File: src/rtl/nand_cyc_pkg.sv
package nand_cyc_pkg;
  typedef enum logic [2:0] {
    REG_CFG  = 3'd0,
    REG_CTL  = 3'd1,
    REG_CMD  = 3'd2,
    REG_ADDR = 3'd3,
    REG_DATA = 3'd4,
    REG_STAT = 3'd5
  } reg_sel_e;

  typedef enum logic [1:0] {
    CYC_CMD  = 2'd0,
    CYC_ADDR = 2'd1,
    CYC_WR   = 2'd2,
    CYC_RD   = 2'd3
  } cyc_kind_e;

  typedef enum logic [1:0] {
    PH_IDLE   = 2'd0,
    PH_SETUP  = 2'd1,
    PH_STROBE = 2'd2,
    PH_HOLD   = 2'd3
  } phase_e;
endpackage

File: src/rtl/nand_rb_sync.sv
module nand_rb_sync #(
  parameter int unsigned STAGES = 2
) (
  input  logic clk,
  input  logic rst_n,
  input  logic async_i,
  output logic sync_o
);
  logic [STAGES-1:0] chain_q;

  generate
    if (STAGES == 1) begin : g_one
      always_ff @(posedge clk or negedge rst_n) begin
        if (!rst_n) chain_q <= '0;
        else        chain_q <= async_i;
      end
    end else begin : g_many
      always_ff @(posedge clk or negedge rst_n) begin
        if (!rst_n) chain_q <= '0;
        else        chain_q <= {chain_q[STAGES-2:0], async_i};
      end
    end
  endgenerate

  assign sync_o = chain_q[STAGES-1];
endmodule

File: src/rtl/nand_cycle_seq.sv
module nand_cycle_seq
  import nand_cyc_pkg::*;
#(
  parameter int unsigned TW  = 3,
  parameter int unsigned DQW = 8
) (
  input  logic           clk,
  input  logic           rst_n,
  input  logic           start_i,
  input  cyc_kind_e      kind_i,
  input  logic [DQW-1:0] byte_i,
  input  logic [TW-1:0]  setup_i,
  input  logic [TW-1:0]  width_i,
  input  logic [TW-1:0]  hold_i,
  input  logic [DQW-1:0] dq_i,
  output logic           busy_o,
  output logic           done_o,
  output logic [DQW-1:0] rd_byte_o,
  output logic           cle_o,
  output logic           ale_o,
  output logic           we_n_o,
  output logic           re_n_o,
  output logic [DQW-1:0] dq_o,
  output logic           dq_oe_o
);
  localparam logic [TW-1:0] ONE = TW'(1);

  phase_e         ph_q;
  cyc_kind_e      kind_q;
  logic [TW-1:0]  cnt_q, setup_q, width_q, hold_q;
  logic [DQW-1:0] byte_q;

  always_ff @(posedge clk or negedge rst_n) begin
    if (!rst_n) begin
      ph_q      <= PH_IDLE;
      kind_q    <= CYC_CMD;
      cnt_q     <= '0;
      setup_q   <= '0;
      width_q   <= '0;
      hold_q    <= '0;
      byte_q    <= '0;
      rd_byte_o <= '0;
      done_o    <= 1'b0;
    end else begin
      done_o <= 1'b0;
      case (ph_q)
        PH_IDLE: if (start_i) begin
          kind_q  <= kind_i;
          byte_q  <= byte_i;
          setup_q <= setup_i;
          width_q <= width_i;
          hold_q  <= hold_i;
          cnt_q   <= '0;
          ph_q    <= (setup_i != '0) ? PH_SETUP : PH_STROBE;
        end
        PH_SETUP: begin
          if (cnt_q == setup_q - ONE) begin
            cnt_q <= '0;
            ph_q  <= PH_STROBE;
          end else cnt_q <= cnt_q + ONE;
        end
        PH_STROBE: begin
          if (cnt_q == width_q) begin
            cnt_q <= '0;
            if (kind_q == CYC_RD) rd_byte_o <= dq_i;
            if (hold_q != '0) ph_q <= PH_HOLD;
            else begin
              ph_q   <= PH_IDLE;
              done_o <= 1'b1;
            end
          end else cnt_q <= cnt_q + ONE;
        end
        default: begin
          if (cnt_q == hold_q - ONE) begin
            cnt_q  <= '0;
            ph_q   <= PH_IDLE;
            done_o <= 1'b1;
          end else cnt_q <= cnt_q + ONE;
        end
      endcase
    end
  end

  assign busy_o  = (ph_q != PH_IDLE);
  assign cle_o   = busy_o && (kind_q == CYC_CMD);
  assign ale_o   = busy_o && (kind_q == CYC_ADDR);
  assign we_n_o  = !((ph_q == PH_STROBE) && (kind_q != CYC_RD));
  assign re_n_o  = !((ph_q == PH_STROBE) && (kind_q == CYC_RD));
  assign dq_oe_o = busy_o && (kind_q != CYC_RD);
  assign dq_o    = byte_q;

  // a read strobe and a write strobe never overlap
  assert_one_strobe_R10: assert property (@(posedge clk) disable iff (!rst_n)
    !(!we_n_o && !re_n_o));
  // command and address latch are never raised together
  assert_latch_excl_R4: assert property (@(posedge clk) disable iff (!rst_n)
    !(cle_o && ale_o));
  // the host side only starts a cycle when the sequencer is idle
  assert_start_idle_R12: assert property (@(posedge clk) disable iff (!rst_n)
    start_i |-> !busy_o);
  // bus and latch lines hold still for the whole write strobe
  assert_bus_stable_R4: assert property (@(posedge clk) disable iff (!rst_n)
    (!we_n_o && $past(!we_n_o)) |-> ($stable(dq_o) && $stable(cle_o) && $stable(ale_o)));
endmodule

File: src/rtl/nand_cycle_ctrl.sv
module nand_cycle_ctrl
  import nand_cyc_pkg::*;
#(
  parameter int unsigned HDW         = 16,
  parameter int unsigned DQW         = 8,
  parameter int unsigned TW          = 3,
  parameter int unsigned SYNC_STAGES = 2
) (
  input  logic           clk,
  input  logic           rst_n,
  input  logic           host_valid,
  output logic           host_ready,
  input  logic           host_we,
  input  logic [2:0]     host_addr,
  input  logic [HDW-1:0] host_wdata,
  output logic           host_rsp_valid,
  output logic [HDW-1:0] host_rsp_data,
  output logic           fl_ce_n,
  output logic           fl_cle,
  output logic           fl_ale,
  output logic           fl_we_n,
  output logic           fl_re_n,
  output logic [DQW-1:0] fl_dq_o,
  output logic           fl_dq_oe,
  input  logic [DQW-1:0] fl_dq_i,
  input  logic           fl_rb
);
  localparam int unsigned HOLD_LSB  = 4;
  localparam int unsigned WIDTH_LSB = 8;
  localparam int unsigned SETUP_LSB = 12;
  localparam int unsigned LW        = TW + 2;

  logic [HDW-1:0] cfg_q;
  logic [1:0]     ctl_q;
  logic           ctl_en;
  logic           rb_s;
  logic           seq_busy, seq_done, seq_start;
  logic [DQW-1:0] seq_rd_byte;
  logic           rd_pend_q;
  logic           reg_rsp_q;
  logic [HDW-1:0] reg_rdata_q, reg_rdata;
  logic           acc, bus_reg, is_data;
  cyc_kind_e      kind;
  logic [TW-1:0]  cfg_setup, cfg_width, cfg_hold;

  assign cfg_setup = cfg_q[SETUP_LSB +: TW];
  assign cfg_width = cfg_q[WIDTH_LSB +: TW];
  assign cfg_hold  = cfg_q[HOLD_LSB  +: TW];
  assign ctl_en    = ctl_q[0];
  assign fl_ce_n   = ctl_q[1];

  nand_rb_sync #(.STAGES(SYNC_STAGES)) u_rb_sync (
    .clk(clk), .rst_n(rst_n), .async_i(fl_rb), .sync_o(rb_s)
  );

  assign is_data    = (host_addr == REG_DATA);
  assign bus_reg    = (host_addr == REG_CMD) || (host_addr == REG_ADDR) || is_data;
  assign host_ready = !seq_busy || (!host_we && !is_data && !rd_pend_q);
  assign acc        = host_valid && host_ready;
  assign seq_start  = acc && ctl_en && (host_we ? bus_reg : is_data);

  always_comb begin
    case (host_addr)
      REG_CMD:  kind = CYC_CMD;
      REG_ADDR: kind = CYC_ADDR;
      default:  kind = host_we ? CYC_WR : CYC_RD;
    endcase
  end

  always_comb begin
    case (host_addr)
      REG_CFG:  reg_rdata = cfg_q;
      REG_CTL:  reg_rdata = HDW'(ctl_q);
      REG_STAT: reg_rdata = HDW'({seq_busy, rb_s});
      default:  reg_rdata = '0;
    endcase
  end

  always_ff @(posedge clk or negedge rst_n) begin
    if (!rst_n) begin
      cfg_q       <= '0;
      ctl_q       <= 2'b10;
      reg_rsp_q   <= 1'b0;
      reg_rdata_q <= '0;
      rd_pend_q   <= 1'b0;
    end else begin
      reg_rsp_q <= acc && !host_we && !seq_start;
      if (acc && !host_we) reg_rdata_q <= reg_rdata;
      if (acc && host_we && host_addr == REG_CFG) cfg_q <= host_wdata;
      if (acc && host_we && host_addr == REG_CTL) ctl_q <= host_wdata[1:0];
      if (seq_done) rd_pend_q <= 1'b0;
      if (seq_start && !host_we) rd_pend_q <= 1'b1;
    end
  end

  nand_cycle_seq #(.TW(TW), .DQW(DQW)) u_seq (
    .clk(clk), .rst_n(rst_n),
    .start_i(seq_start), .kind_i(kind), .byte_i(host_wdata[DQW-1:0]),
    .setup_i(cfg_setup), .width_i(cfg_width), .hold_i(cfg_hold),
    .dq_i(fl_dq_i),
    .busy_o(seq_busy), .done_o(seq_done), .rd_byte_o(seq_rd_byte),
    .cle_o(fl_cle), .ale_o(fl_ale), .we_n_o(fl_we_n), .re_n_o(fl_re_n),
    .dq_o(fl_dq_o), .dq_oe_o(fl_dq_oe)
  );

  assign host_rsp_valid = reg_rsp_q || (seq_done && rd_pend_q);
  assign host_rsp_data  = (seq_done && rd_pend_q) ? HDW'(seq_rd_byte) : reg_rdata_q;

  // checker state: strobe run length and pre-strobe cycle count
  logic          strobe_act;
  logic [LW-1:0] slen_q, plen_q;
  assign strobe_act = !fl_we_n || !fl_re_n;

  always_ff @(posedge clk or negedge rst_n) begin
    if (!rst_n) begin
      slen_q <= '0;
      plen_q <= '0;
    end else begin
      slen_q <= strobe_act ? slen_q + LW'(1) : '0;
      if (seq_start) plen_q <= '0;
      else if (seq_busy && !strobe_act) plen_q <= plen_q + LW'(1);
    end
  end

  // strobe length is width + 1 cycles
  assert_strobe_len_R6: assert property (@(posedge clk) disable iff (!rst_n)
    (!strobe_act && $past(strobe_act)) |-> (slen_q == LW'(cfg_width) + LW'(1)));
  // strobe falls after exactly the setup count
  assert_setup_len_R7: assert property (@(posedge clk) disable iff (!rst_n)
    $rose(strobe_act) |-> (plen_q == LW'(cfg_setup)));
  // bus-register writes while disabled never start a cycle
  assert_disabled_ignore_R3: assert property (@(posedge clk) disable iff (!rst_n)
    (acc && host_we && bus_reg && !ctl_en && !seq_busy) |=> !seq_busy);
  // writes are held back while a cycle runs
  assert_write_stall_R12: assert property (@(posedge clk) disable iff (!rst_n)
    (seq_busy && host_valid && host_we) |-> !host_ready);
endmodule

File: config.mk
export PLATFORM = sky130hd
export DESIGN_NAME = nand_cycle_ctrl
export DESIGN_NICKNAME = d
export VERILOG_FILES = /design/src/rtl/nand_cyc_pkg.sv /design/src/rtl/nand_rb_sync.sv /design/src/rtl/nand_cycle_seq.sv /design/src/rtl/nand_cycle_ctrl.sv
export SDC_FILE = /design/constraint.sdc
export NUM_CORES = 1
export LEC_CHECK = 0
export ABC_AREA = 1
export BUFFER_PORTS_ARGS = -buffer_cell sky130_fd_sc_hd__buf_2
export CAP_MARGIN = 20
export CORE_MARGIN = 2
export CORE_UTILIZATION = 59
export DETAILED_ROUTE_END_ITERATION = 8
export PLACE_DENSITY = 0.84
export REMOVE_ABC_BUFFERS = 1
export SLEW_MARGIN = 20
export SYNTH_ARGS = -nofsm -noshare
export SYNTH_HDL_FRONTEND = slang
export SYNTH_SLANG_ARGS = --single-unit
File: constraint.sdc
create_clock -name clk -period 3.05 [get_ports clk]
set_input_delay 0.61 -clock clk [delete_from_list [all_inputs] [get_ports clk]]
set_output_delay 0.61 -clock clk [all_outputs]
set_load 0.02 [all_outputs]
After elaboration in Yosys (flattened, before gate mapping) --
Cells that the tools add are included.
Cells by class: $add $sub $neg 3, equal/unequal tests 16, multiplexer cells 23, reduce and logical (&&, ||, !) cells 40
Operators with widths (count):
- $pmux W16 S3 | 1
- $logic_and A1 B1 Y1 | 17
- $mux W16 | 1
- $mux W2 | 6
- $mux W3 | 4
- $eq A3 B3 Y1 | 3
- $pmux W3 S3 | 1
- $logic_not A1 Y1 | 7
- $mux W1 | 7
- $eq A3 B2 Y1 const B | 2
- $eq A3 B3 Y1 const B | 2
- $pmux W2 S3 | 1
- $reduce_bool A3 Y1 | 2
- $sub A3 B1 Y3 const B | 2
- $eq A2 B1 Y1 const B | 2
- $eq A2 B2 Y1 const B | 2
- $logic_not A2 Y1 | 2
- $logic_or A1 B1 Y1 | 4
- $ne A2 B1 Y1 const B | 2
- $ne A2 B2 Y1 const B | 2
- $pmux W2 S2 | 1
- $reduce_and A4 Y1 | 1
- $reduce_bool A2 Y1 | 2
- $reduce_bool A4 Y1 | 1
- 7 further kinds | 7
Storage, ports and cells: register bits 71, logic and storage cells 97

Longest topological paths before layout --
depth after elaboration 10, depth in mapped cells 12, gate-level depth less buffers 12

Modules after synthesis --
From an unflattened synthesis, not the netlist that was laid out.
Unflattened totals: cell total of the unflattened synthesis 438, area total of the unflattened synthesis 3819.9 sq um
By module, submodules not included:
- nand_cycle_ctrl | times used 1, cells each 241, area each 1988.2 sq um
- nand_cycle_seq | times used 1, cells each 195, area each 1781.7 sq um
- nand_rb_sync | times used 1, cells each 2, area each 50.0 sq um

Worst setup path after synthesis --
OpenSTA, ideal clock, no wires.
path type reg-to-output, from reg u_seq.done_o, to out host_rsp_data[6], data arrival time 1.194 ns, slack 1.246 ns, stages on the path, launching flop included 5, path buffers 1, cells stage by stage dfrtp_1 -> nand2_1 -> inv_1 -> clkbuf_1 -> o21ai_0
Between the ends: longest elaborated chain between the ends 2
Ends and longest elaborated chain:
- start: declaration | line nand_cycle_seq.sv:17 | output logic done_o,
- start signal: assignment | line nand_cycle_seq.sv:43 | done_o <= 1'b0;
- start signal: assignment | line nand_cycle_seq.sv:45 | done_o <= 1'b0;
- start signal: assignment | line nand_cycle_seq.sv:69 | done_o <= 1'b1;
- $logic_and A1 B1 Y1 | line nand_cycle_ctrl.sv:107 | assign host_rsp_data = (seq_done && rd_pend_q) ? HDW'(seq_rd_byte) : reg_rdata_q;
- $mux W16 | line nand_cycle_ctrl.sv:107
- end: declaration | line nand_cycle_ctrl.sv:17 | output logic [HDW-1:0] host_rsp_data,
No other way between the ends.

Worst setup path after layout --
from reg rd_pend_q, to out host_rsp_data[0]
Between the ends: longest elaborated chain between the ends 2
Ends and longest elaborated chain:
- start: declaration | line nand_cycle_ctrl.sv:39 | logic rd_pend_q;
- start signal: assignment | line nand_cycle_ctrl.sv:85 | rd_pend_q <= 1'b0;
- start signal: assignment | line nand_cycle_ctrl.sv:91 | if (seq_done) rd_pend_q <= 1'b0;
- start signal: assignment | line nand_cycle_ctrl.sv:92 | if (seq_start && !host_we) rd_pend_q <= 1'b1;
- $logic_and A1 B1 Y1 | line nand_cycle_ctrl.sv:107
- $mux W16 | line nand_cycle_ctrl.sv:107
No other way between the ends.

==> key figures <==
Setup path
  – Required @ worst endpoint: ~2.4 ns
  – FF-to-FF path depth: 8
  – CP endpoint: host_rsp_data[0]
  – Total stage count of the critical path: 5
  – Startpoint class of the critical path: flop
  – Worst path bufs/invs: 2
  – Slowest stage delay, CP: between 0.5 and 0.6 ns
  – FF-to-FF setup slack: about 1.2 ns
  – Most frequent CP cell: nand2_1
  – Worst reg2reg endpoint: u_seq.ph_q[1]$_DFFE_PN0P_
  – Critical path type: reg -> out
  – Crit-path cells: nand2_1 -> inv_1 -> nand2_1 -> o21ai_0 -> buf_2
  – Arr. time, crit path: approximately 1.8 ns
  – Crit. Startpoint: rd_pend_q$_DFFE_PN0P_
  – Max Fanout on Critical Path: 25
  – Delay-heaviest family, CP: buffers and inverters
  – CP max stage cell: inv_1
  – Reg-to-Reg Start: u_seq.ph_q[0]$_DFFE_PN0P_
  – Crit. End Element: output pin

Clock tree
  – Cts hold-fix bufs: 0
  – Clock-pin transition on the worst setup and hold timing paths: around 0.07 ns
  – Clock Path Buffers: 2
  – Clock root buffer: clkbuf_8
  – Post-CTS Resized: 0
  – Clock Sinks: around 70
  – Total CTS buffers: 9
  – CTS tree: yes
  – Clk Latency, worst-skew pair: approximately 0.34 ns
  – Post-CTS setup buffer count: 0
  – H-tree levels: 3

Cells and area
  – Share of cells above drive strength 1: between 20 and 30%
  – Nets@finish: 488
  – Multi-input gate area: 1381 um^2
  – Non-Filler Instances: 531
  – Reg area: 1778 um^2
  – N_diodes: 0
  – Fill cells: about 460
  – Layout Area Growth over Synthesis: 14.29%

Routing
  – Pre-antenna DRT Iters: 4
  – # DRC: 0
  – Vias per Instance: 5.222
  – Final ANT Viol Nets: 0
  – Routed WL: roughly 7000 um
  – Via Count: 2773
  – DR iter-0 viols: about 120
  – Drt wl/cell: between 10 and 15 um

Floorplanning
  – I/O pins: 64
  – Row cnt: 28
  – Die Width: between 80 and 90 um
  – Starting Density: between 60% and 70%
  – Full die area: ~6600 um^2
  – Die H: 81.16 um
  – CORE AREA: 5851 um^2

Run status
  – Status: finished clean

STA
  – Final hold violation count: 0
  – Fin Clk Skew: approximately 0.0063 ns
  – Max Clk Rate: around 0.42 GHz
  – Worst-Margin Slew: 0.8909 ns
  – Sum of negative setup slack: 0 ns
  – Final setup vio count: 0
  – RSZ-0062 raised after global routing: false
  – Max_slew headroom: 40.61%
  – Final WS setup: 0.6921 ns
  – Period Utilization, post-route: ~77%
  – Final worst path period need: roughly 2.4 ns
  – Fin. max-slew vios: 0

Power and ir drop
  – Switching Fraction: a little under 40%
  – Register share of total power: 41.4%
  – Clock power frac: between 10% and 20%
  – Net Switching: around 1500 uW
  – VDD IR max: 608.0 uV
  – Leakage power: 0.002096 uW
  – Internal: ~2300 uW
  – Pwr dens: around 930 nW/um^2
  – Design Power: roughly 3700 uW
  – Gate power share: between 30% and 40%

Placement
  – Placer congestion estimate: slightly below 0.9
  – Detailed Place HPWL: around 5000 um
  – # port buffers: 63
  – Placed insts: 516
  – Worst slack at placement: 0.8513 ns

Logic synthesis
  – Synthesis warning total: 0
  – Share of the synthesized area in the top cell type: 49.88%
  – #FFs+latches synth: 71
  – Sequential area share after synthesis: between 50 and 60%
  – Post-Syn Instances: 390
  – Synthesized area: ~3500 um^2
  – Area leader, netlist: dfrtp_1
  – Avg Cell Area, Syn: around 9.0 um^2
  – Synth top area cells: dfrtp_1 50%, nand2_1 9.6%, o21ai_2 6.2%, inv_1 6.1%, o21ai_0 5.1%
  – Cell variety after synth: 36

Global route
  – Initial antenna violation count: 0
  – Pin count of the biggest net entering global routing: between 40 and 50
  – Vias in the first global route: 2676
  – GRT Overall Usage: approximately a quarter
  – Overflow after GRT: 0
  – First-pass GRT wire length: approximately 12000 um

Min path
  – Min-delay worst type: reg -> reg
  – HP Start: u_rb_sync.chain_q[0]$_DFF_PN0_

Job
  – # Max-Cap Violations: 0
-- worst min path at each step --
stage               slack, ns  cells after the start                              to
floorplan                0.31                      0            cfg_q[0]$_DFFE_PN0P_
global placement         0.33                      0  u_rb_sync.chain_q[1]$_DFF_PN0_
detailed placement       0.34                      0  u_rb_sync.chain_q[1]$_DFF_PN0_
CTS                      0.36                      0  u_rb_sync.chain_q[1]$_DFF_PN0_
global route             0.36                      1  u_rb_sync.chain_q[0]$_DFF_PN0_
finish                   0.36                      0  u_rb_sync.chain_q[1]$_DFF_PN0_
-- cell families (layout without fill, tap and decap cells) --
logic type / after synthesis / in the layout / share of synthesized area [%]
flip-flops: 71 / 71 / 50.62
AO/OA/AOI/OAI: 72 / 72 / 13.79
XOR/XNOR: 6 / 6 / 1.497
AND/OR/NAND/NOR: 153 / 153 / 20.06
buffers and inverters: 76 / 142 / 10.05
multiplexers: 8 / 8 / 2.565
adder cells (fa/ha/maj): 4 / 4 / 1.425
-- power by group through the flow --
stage               Clock [uW]  Sequential (uW)  Combinational [uW]
floorplan                    0             1560                1020
CTS                        746             1540                1460
finish                     738             1540                1450
detailed placement           0             1550                1450
global placement             0             1540                1390
global route               792             1580                1630
-- synth_stat cells, drive strengths merged --
| master | n |
|---|---|
| nor2 | 22 |
| nand2 | 93 |
| clkinv | 1 |
| dfstp | 1 |
| xor2 | 3 |
| ha | 4 |
| dfrtp | 70 |
| xnor2 | 3 |
| a22o | 1 |
| a21oi | 6 |
| o21bai | 2 |
| o31ai | 1 |
| mux2 | 8 |
| nand4 | 3 |
| buf | 12 |
| o22ai | 1 |
| inv | 59 |
| nand3 | 29 |
| or2 | 1 |
| nor3 | 5 |
| clkbuf | 4 |
| o21ai | 61 |
-- flip-flops by register name (all words and copies together) (netlist names), 3 cells and up --
name and flops:
u_seq.width_q 3, cfg_q 16, u_seq.hold_q 3, u_seq.cnt_q 3, u_seq.setup_q 3, u_seq.dq_o 8, reg_rdata_q 16, u_seq.rd_byte_o 8
-- cell usage in the layout (no fill, tap or decap), types with 2 or more instances in the layout --
| cell | count |
|---|---|
| a21oi_1 | 3 |
| a21oi_2 | 3 |
| buf_2 | 63 |
| buf_4 | 4 |
| clkbuf_1 | 2 |
| clkbuf_8 | 10 |
| clkinv_2 | 2 |
| dfrtp_1 | 70 |
| ha_1 | 4 |
| inv_1 | 57 |
| inv_2 | 2 |
| mux2_2 | 8 |
| nand2_1 | 90 |
| nand2_4 | 2 |
| nand3_1 | 26 |
| nand3_2 | 2 |
| nand4_1 | 2 |
| nor2_1 | 18 |
| nor2_2 | 2 |
| nor2_4 | 2 |
| nor3_1 | 4 |
| o21ai_0 | 36 |
| o21ai_2 | 25 |
| o21bai_1 | 2 |
| xnor2_1 | 3 |
| xor2_1 | 3 |
-- routing by layer --
layer	share of wire [%]	GRT usage (%)	up-vias
met1	43	31.14	1339
met2	51	39.92	67
met5	0	0	-
li1	-	-	1356
met4	1.4	7.966	0
met3	4.7	5.778	11
-- through the flow --
| step | cell area [um^2] | hold WS (ns) | util, % |
|---|---|---|---|
| floorplan | 3386 | 0.3144 | - |
| global placement | 3825 | 0.3344 | 65.38 |
| detailed placement | 3825 | 0.3450 | 65.38 |
| CTS | 4014 | 0.3611 | 68.61 |
| global route | 4014 | 0.3566 | 68.61 |
| finish | 4014 | 0.3559 | 68.61 |
-- final cells by class --
class	instances	area share [%]
Tap cell	75	2.338
Sequential cell	71	44.30
Inverter	60	5.642
Clock buffer	12	3.616
Multi-Input combinational cell	243	34.41
Clock inverter	3	1.091
Timing Repair Buffer	67	8.603
-- worst reg2reg max path, cell delays in order, from the launching register on --
cell      delay [ns]
dfrtp_1         0.43
inv_1           0.11
nand2_1         0.16
nand2_4         0.14
nand3_2         0.31
nand2_1         0.27
nand2_1         0.10
o21bai_1        0.15
nand2_1         0.07
No activity file was read; power rests on OpenSTA's default activity.
